[config.mk]
export PLATFORM = sky130hd
export DESIGN_NAME = cal_alarm
export DESIGN_NICKNAME = d
export VERILOG_FILES = /design/src/rtl/cal_alarm_pkg.sv /design/src/rtl/cal_alarm_regs.sv /design/src/rtl/cal_alarm_match.sv /design/src/rtl/cal_alarm_irq.sv /design/src/rtl/cal_alarm.sv
export SDC_FILE = /design/constraint.sdc
export NUM_CORES = 1
export LEC_CHECK = 0
export ABC_AREA = 0
export BUFFER_PORTS_ARGS = -buffer_cell sky130_fd_sc_hd__buf_4
export CAP_MARGIN = 20
export CORE_AREA = 2 2 117 119
export CTS_CLUSTER_SIZE = 24
export DETAILED_ROUTE_END_ITERATION = 8
export DIE_AREA = 0 0 119 121
export PLACE_DENSITY_LB_ADDON = 0.25
export SLEW_MARGIN = 20
export SYNTH_ARGS = -nofsm -noshare
export SYNTH_HDL_FRONTEND = slang
export SYNTH_HIERARCHICAL = 1
export SYNTH_SLANG_ARGS = --single-unit
export TNS_END_PERCENT = 10
[constraint.sdc]
create_clock -name clk_i -period 3.5 [get_ports clk_i]
set_clock_uncertainty 0.05 [all_clocks]
set_input_delay 0.525 -clock clk_i [delete_from_list [all_inputs] [get_ports clk_i]]
set_output_delay 0.525 -clock clk_i [all_outputs]
set_load 0.02 [all_outputs]
[src/rtl/cal_alarm_pkg.sv]
package cal_alarm_pkg;
  localparam int unsigned NUM_FIELDS = 6;
  localparam int unsigned FIELD_W    = 8;
  localparam int unsigned ADDR_W     = 3;
  localparam logic [ADDR_W-1:0] ADDR_CTRL = 3'd6;
  localparam logic [ADDR_W-1:0] ADDR_STAT = 3'd7;

  typedef struct packed {
    logic bat_run;
    logic freq_sel;
    logic auto_clr;
    logic pulse_mode;
  } ctrl_t;
endpackage

[src/rtl/cal_alarm_regs.sv]
module cal_alarm_regs
  import cal_alarm_pkg::*;
(
  input  logic                          clk_i,
  input  logic                          rst_ni,
  input  logic                          we_i,
  input  logic                          re_i,
  input  logic [ADDR_W-1:0]             addr_i,
  input  logic [FIELD_W-1:0]            wdata_i,
  input  logic                          alm_i,
  output logic [NUM_FIELDS*FIELD_W-1:0] fields_o,
  output ctrl_t                         ctrl_o,
  output logic                          st_clr_o,
  output logic [FIELD_W-1:0]            rdata_o
);
  logic [FIELD_W-1:0] field_q [NUM_FIELDS];
  ctrl_t ctrl_q;

  for (genvar k = 0; k < NUM_FIELDS; k++) begin : g_field
    always_ff @(posedge clk_i or negedge rst_ni) begin
      if (!rst_ni)                                 field_q[k] <= '0;
      else if (we_i && addr_i == ADDR_W'(k))       field_q[k] <= wdata_i;
    end
    assign fields_o[k*FIELD_W +: FIELD_W] = field_q[k];
  end

  always_ff @(posedge clk_i or negedge rst_ni) begin
    if (!rst_ni)                            ctrl_q <= '0;
    else if (we_i && addr_i == ADDR_CTRL)   ctrl_q <= ctrl_t'(wdata_i[$bits(ctrl_t)-1:0]);
  end

  assign ctrl_o = ctrl_q;

  // status write of 0, or status read under auto-clear
  assign st_clr_o = (we_i && addr_i == ADDR_STAT && !wdata_i[0]) ||
                    (re_i && addr_i == ADDR_STAT && ctrl_q.auto_clr);

  always_comb begin
    rdata_o = '0;
    if (addr_i == ADDR_STAT)      rdata_o[0] = alm_i;
    else if (addr_i == ADDR_CTRL) rdata_o[$bits(ctrl_t)-1:0] = ctrl_q;
    else if (int'(addr_i) < NUM_FIELDS) rdata_o = field_q[addr_i];
  end
endmodule

[src/rtl/cal_alarm_match.sv]
module cal_alarm_match
  import cal_alarm_pkg::*;
(
  input  logic [NUM_FIELDS*FIELD_W-1:0] fields_i,
  input  logic [NUM_FIELDS*FIELD_W-1:0] time_i,
  output logic                          match_o
);
  localparam int unsigned VAL_W = FIELD_W - 1;

  logic [NUM_FIELDS-1:0] en, ok;

  for (genvar k = 0; k < NUM_FIELDS; k++) begin : g_cmp
    assign en[k] = fields_i[k*FIELD_W + VAL_W];
    assign ok[k] = !en[k] ||
                   (fields_i[k*FIELD_W +: VAL_W] == time_i[k*FIELD_W +: VAL_W]);
  end

  assign match_o = (|en) && (&ok);
endmodule

[src/rtl/cal_alarm_irq.sv]
module cal_alarm_irq #(
  parameter int unsigned PULSE_CYCLES = 8192
) (
  input  logic clk_i,
  input  logic rst_ni,
  input  logic fire_i,
  input  logic st_clr_i,
  input  logic pulse_mode_i,
  input  logic freq_sel_i,
  output logic alm_o,
  output logic irq_no_o
);
  localparam int unsigned CW = $clog2(PULSE_CYCLES + 1);

  logic          alm_q;
  logic [CW-1:0] cnt_q;

  // set has priority over clear
  always_ff @(posedge clk_i or negedge rst_ni) begin
    if (!rst_ni)       alm_q <= 1'b0;
    else if (fire_i)   alm_q <= 1'b1;
    else if (st_clr_i) alm_q <= 1'b0;
  end

  always_ff @(posedge clk_i or negedge rst_ni) begin
    if (!rst_ni)                      cnt_q <= '0;
    else if (fire_i && pulse_mode_i)  cnt_q <= CW'(PULSE_CYCLES);
    else if (cnt_q != '0)             cnt_q <= cnt_q - 1'b1;
  end

  assign alm_o    = alm_q;
  assign irq_no_o = freq_sel_i ? 1'b1 : (pulse_mode_i ? (cnt_q == '0) : !alm_q);
endmodule

[src/rtl/cal_alarm.sv]
module cal_alarm
  import cal_alarm_pkg::*;
#(
  parameter int unsigned PULSE_CYCLES = 8192
) (
  input  logic                          clk_i,
  input  logic                          rst_ni,
  input  logic                          tick_i,
  input  logic [NUM_FIELDS*FIELD_W-1:0] time_i,
  input  logic                          bat_i,
  input  logic                          we_i,
  input  logic                          re_i,
  input  logic [ADDR_W-1:0]             addr_i,
  input  logic [FIELD_W-1:0]            wdata_i,
  output logic [FIELD_W-1:0]            rdata_o,
  output logic                          alm_o,
  output logic                          irq_no_o
);
  logic [NUM_FIELDS*FIELD_W-1:0] fields;
  ctrl_t ctrl;
  logic  st_clr, match, fire, suppress;

  cal_alarm_regs u_regs (
    .clk_i, .rst_ni, .we_i, .re_i, .addr_i, .wdata_i,
    .alm_i(alm_o), .fields_o(fields), .ctrl_o(ctrl),
    .st_clr_o(st_clr), .rdata_o
  );

  cal_alarm_match u_match (
    .fields_i(fields), .time_i, .match_o(match)
  );

  assign suppress = ctrl.freq_sel || (bat_i && !ctrl.bat_run);
  assign fire     = tick_i && match && !suppress;

  cal_alarm_irq #(.PULSE_CYCLES(PULSE_CYCLES)) u_irq (
    .clk_i, .rst_ni, .fire_i(fire), .st_clr_i(st_clr),
    .pulse_mode_i(ctrl.pulse_mode), .freq_sel_i(ctrl.freq_sel),
    .alm_o, .irq_no_o
  );
endmodule

# Yosys cells after proc, flatten, opt, wreduce, memory -nomap -nowiden
# Cells that the tools add are included.
[totals]
register_bits = 67
in_bits = 65
word_cells = 84
[classes]
addsub = 1
order_cmp = 2
eq_ne = 13
n_mux = 14
bitwise = 1
n_reduce_logical = 41
[op_table]
columns = ["op", "n"]
rows = [
  ["$eq 7x7->1", 6],
  ["$mux 14", 2],
  ["$bmux 8 s3", 1],
  ["$mux 8", 3],
  ["$logic_and 1x1->1", 16],
  ["$logic_not 14->1", 1],
  ["$reduce_bool 14->1", 1],
  ["$sub 14x1->14 const B", 1],
  ["$eq 3x3->1 const B", 4],
  ["$logic_not 1->1", 10],
  ["$logic_or 1x1->1", 8],
  ["$mux 4", 2],
  ["$mux 7", 1],
  ["$eq 3x2->1 const B", 2],
  ["$reduce_and 6->1", 1],
  ["$reduce_or 6->1", 1],
  ["$mux 1", 5],
  ["$ge 4x4->1 const B", 1],
  ["$not 3->4", 1],
  ["$reduce_bool 2->1", 2],
  ["$eq 3x1->1 const B", 1],
  ["$logic_not 3->1", 1],
  ["$lt 3x3->1 const B", 1],
]

# Logic depth before layout (Yosys ltp)
[logic_depth]
depth_word = 8
ltp_mapped = 11
ltp_nobuf = 11

# Hierarchy
# Netlist, hierarchy kept.
[modules_own_cells]
columns = ["module", "instances", "cells_each", "area_each_um2", "seq_area_each_um2"]
rows = [
  ["cal_alarm_regs", 1, 170, 2456.1, 1301.2],
  ["cal_alarm_irq", 1, 92, 870.8, 375.4],
  ["cal_alarm_match", 1, 60, 493.0, 0.0],
  ["cal_alarm", 1, 3, 27.5, 0.0],
]

# Worst setup path after synthesis
# Ideal clock, no wire load.
[synth_path]
path_kind = "in2reg"
startpoint = "in time_i[38]"
endpoint = "reg u_irq.cnt_q[13]"
setup_ns = 0.079
t_arrival_ns = 2.285
t_required_ns = 3.371
slack_ns = 1.085
path_stages = 11
path_buffers = 1
path_cell_list = "xor2_1 -> nor4_2 -> nand4_1 -> a221oi_1 -> and4_1 -> nand2_1 -> nor3_2 -> and2_0 -> buf_2 -> nor2_1 -> mux2i_1"
[synth_via]
elab_chain_cells = 8
elab_cells_between_ends = 9
[synth_lines]
columns = ["element", "line", "rtl"]
rows = [
  ["start: declaration", "cal_alarm.sv:9", "input logic [NUM_FIELDS*FIELD_W-1:0] time_i,"],
  ["$eq 7x7->1 *", "cal_alarm_match.sv:15", "(fields_i[k*FIELD_W +: VAL_W] == time_i[k*FIELD_W +: VAL_W]);"],
  ["$logic_or 1x1->1 *", "cal_alarm_match.sv:14", "assign ok[k] = !en[k] ||"],
  ["$reduce_and 6->1 *", "cal_alarm_match.sv:18", "assign match_o = (|en) && (&ok);"],
  ["$logic_and 1x1->1 *", "cal_alarm_match.sv:18", ""],
  ["via match", "cal_alarm.sv:21", "logic st_clr, match, fire, suppress;"],
  ["$logic_and 1x1->1 * (2 in a row)", "cal_alarm.sv:34", "assign fire = tick_i && match && !suppress;"],
  ["via fire", "cal_alarm.sv:21", ""],
  ["$logic_and 1x1->1 *", "cal_alarm_irq.sv:27", "else if (fire_i && pulse_mode_i) cnt_q <= CW'(PULSE_CYCLES);"],
  ["$mux 14 / $reduce_bool 2->1 (equally long branches)", "n/a", ""],
  ["end signal: assignment", "cal_alarm_irq.sv:27", ""],
  ["end signal: assignment", "cal_alarm_irq.sv:28", "else if (cnt_q != '0) cnt_q <= cnt_q - 1'b1;"],
  ["end: declaration", "cal_alarm_irq.sv:16", "logic [CW-1:0] cnt_q;"],
]
# The timed path passes the listed nets; every way through them passes the cells marked *.
# A chain may end at the register's enable or synchronous reset.

# Final worst setup path
[layout_path]
startpoint = "reg u_regs.field_q, in the netlist u_regs/fields_o[14]"
endpoint = "reg u_irq.cnt_q[9]"
[layout_via]
elab_chain_cells = 8
elab_cells_between_ends = 9
[layout_lines]
columns = ["element", "line", "rtl"]
rows = [
  ["start: declaration", "cal_alarm_regs.sv:16", "logic [FIELD_W-1:0] field_q [NUM_FIELDS];"],
  ["start signal: indexed assignment", "cal_alarm_regs.sv:22", "else if (we_i && addr_i == ADDR_W'(k)) field_q[k] <= wdata_i;"],
  ["$eq 7x7->1 *", "cal_alarm_match.sv:15", ""],
  ["$logic_or 1x1->1 *", "cal_alarm_match.sv:14", ""],
  ["$reduce_and 6->1 *", "cal_alarm_match.sv:18", ""],
  ["$logic_and 1x1->1 *", "cal_alarm_match.sv:18", ""],
  ["via match", "cal_alarm.sv:21", ""],
  ["$logic_and 1x1->1 * (2 in a row)", "cal_alarm.sv:34", ""],
  ["via fire", "cal_alarm.sv:21", ""],
  ["$logic_and 1x1->1 *", "cal_alarm_irq.sv:27", ""],
  ["$mux 14 / $reduce_bool 2->1 (equally long branches)", "n/a", ""],
]
# Marks and branches as above.

==> impl_metrics.toml <==
[run_status]
status = "finished, final reports clean"

[global_routing]
antenna_found_initial = 0
grtUsageTotal_pct = 15.47
met3_usage_pct = 3.994
globalRouteOverflowTotal = 0
grt-busiest-layer = "met2"
grt_use_met1_pct = 21.52
grt_max_degree = 68
use_met2_pct = 22.31
grt_pass1_wl_mm = 16.42
grt_pass1_vias = 2885

[timing]
fin_crit_ns = 2.845
hold_viol = 0
worst_slew_pin_slew_ns = 0.8925
relSlewSlack_pct = 40.50
finalWorstSetupSlack_ns = 0.6549
max_freq_mhz = 351.5
rsz0062_at_grt = "false"
report.final.slew_viol_count = 0
post-route-period-util_pct = 81.29
finalSetupViolCount = 0
tns_ns = 0

[worst_hold_path]
hp-class = "input port to async pin"

[worst_setup_path]
critPathLaunch = "u_regs/fields_o[14]"
worst-path-max-fanout = 8
crit_type = "register to register"
r2r-end = "u_irq/cnt_q[9]"
ff2ff_path_depth = 10
cp-start-kind = "register"
cp-endpoint = "u_irq/cnt_q[9]"
crit_required_ns = 3.68
r2r-start = "u_regs/fields_o[14]"
crit_path_end_kind = "register"
r2r_slack_ns = 0.65
cp.arrival_ns = 3.03

[clocking]
post_cts_buffers = 0
cts_made_buffers = 9
htreeDepth = 3
tritoncts = "done"
clk_pin_slew_ns = 0.06
post_cts_resize_count = 0
postCtsHoldBufs = 0
clock_latency_ns = 0.35
numClockSinks = 67
root_buffer = "clkbuf_16"
clockBufferDepth = 2

[layout]
final_nets = 461
final_area_um2 = 4825
syn_to_final_growth_pct = 25.40
diodes = 0
final_core_util_pct = 36.87
drive_above_1_share_pct = 40.25

[route]
vias = 2861
wirelength_mm = 10.44
final_antenna_net_count = 0
drt_iter0_drc = 137
wl_per_cell_um = 18.13
viasPerCell = 4.967
drt_pass1_iterations = 4
drcViolationCount = 0

[placement]
place_area_um2 = 4522
portBuffers = 68
pre_cts_slack_ns = 0.3728
gp_congestion = 0.7818
dp_hpwl_mm = 7.644

[power_and_ir_drop]
internal_power_mw = 1.990
netSwitchingPower_uw = 966.6
leakage_nw = 2.036
cellPowerDensity_nw_per_um2 = 612.7
seq_power_share_pct = 40.9
power_frac_comb_pct = 27.5
peakVddDrop_uv = 241.6
swShare_pct = 32.70
p_clk_share_pct = 31.6

[synth]
synthCells = 325
synth_top_cell_by_area = "dfrtp_1"
synth-warning-count = 6
netlist_top_cells_count = "dfrtp_1 (67), mux2_2 (50), xor2_1 (24)"
synth.most_common_cell = "dfrtp_1"
synthFlopType = "dfrtp_1"
syn_nets = 391
ys_ff_latch = 67
yosysSeqAreaShare_pct = 43.58
synth_top_cells_by_area = "dfrtp_1 (44%), mux2_2 (15%), xor2_1 (5.5%)"
synthDistinctLibCells = 59
synth_top_area_share_pct = 43.58
syn_area_um2 = 3847
synth_edf_count = 0
syn_avg_cell_area_um2 = 11.84
ys_async_sr_fraction_pct = 100.0

[floorplan]
rows = 42
ios = 75
core_um2 = 13090
die_area_um2 = 14400
die_y_um = 121
start_util_pct = 29.40
die_w_um = 119

[run]
maxCapViolCount = 0
[cell usage in the layout (no fill, tap or decap), drive strengths merged, types with 4 or more instances in the layout]
| cell type | count |
|---|---|
| nor3 | 5 |
| buf | 69 |
| nand2 | 15 |
| clkbuf | 10 |
| inv | 10 |
| o41ai | 4 |
| a21oi | 12 |
| xnor2 | 20 |
| mux2 | 52 |
| nor4 | 6 |
| nand3 | 4 |
| dfrtp | 67 |
| xor2 | 24 |
| mux2i | 9 |
| nor2 | 22 |
| nand2b | 4 |
| o21ai | 4 |
| nand4 | 6 |
| o22ai | 4 |
| nand4b | 5 |
| mux4 | 7 |
[worst min-delay path by stage]
stage / start / to / cells past startpoint
after floorplan: rst_ni / u_irq/alm_o / 0
after global placement: u_regs/fields_o[21] / u_regs/fields_o[21] / 1
after detailed placement: u_regs/fields_o[40] / u_regs/fields_o[40] / 2
after CTS: rst_ni / u_regs/fields_o[7] / 1
after global routing: rst_ni / u_regs/fields_o[38] / 1
final: rst_ni / u_regs/fields_o[38] / 1
[state kept, by name (all words and copies together), names as in the netlist]
name / cells
u_irq/cnt_q: 14
u_irq/alm_o: 1
u_regs/fields_o: 48
u_regs/ctrl_o: 4
[through the flow]
step	total power [mW]	hold slack, ns	cells
final	2.956	0.2596	576
after global routing	3.124	0.3270	576
after CTS	2.984	0.2959	576
after detailed placement	2.035	0.4687	560
after global placement	2.008	0.4646	560
after floorplan	1.759	0.1794	325
[routing by layer]
layer | routed length (um) | vias to the layer above
met5 | 0 | -
met4 | 233 | 0
met2 | 4474 | 87
met1 | 5093 | 1415
li1 | - | 1340
met3 | 641 | 19
[critical path, stage by stage, from the launching register on]
cell and delay (ns):
dfrtp_1 0.40, xor2_1 0.15, nor4_1 0.47, a31oi_1 0.16
a221oi_1 0.21, and4_1 0.27, nand2_1 0.07, nor3_2 0.19
and2_0 0.42, nor2_1 0.08, a31o_2 0.25
[kinds of logic after synthesis]
group | Yosys count | share of synthesized area, %
AO/OA/AOI/OAI | 43 | 8.196
buffers and inverters | 19 | 2.536
XOR/XNOR | 44 | 10.02
AND/OR/NAND/NOR | 83 | 13.69
flip-flops | 67 | 43.58
multiplexers | 68 | 21.66
adder cells (fa/ha/maj) | 1 | 0.3252
[power groups by stage]
stage	registers, mW	clock network, mW	logic [mW]
3_3_place_gp	1.21	0	0.799
3_5_place_dp	1.22	0	0.815
6_report	1.21	0.935	0.812
2_1_floorplan	1.15	0	0.605
4_1_cts	1.21	0.957	0.818
5_1_grt	1.24	0.990	0.891
[cell type report]
cell class / instances / area [um^2]
fill: 1319 / 8260
sequential: 67 / 1677
timing repair buffer: 69 / 518.0
tap: 176 / 220.2
clock inverter: 6 / 63.81
inverter: 9 / 33.78
clock buffer: 10 / 239.0
multi-input combinational: 239 / 2073
No activity file was read; power rests on OpenSTA's default activity.
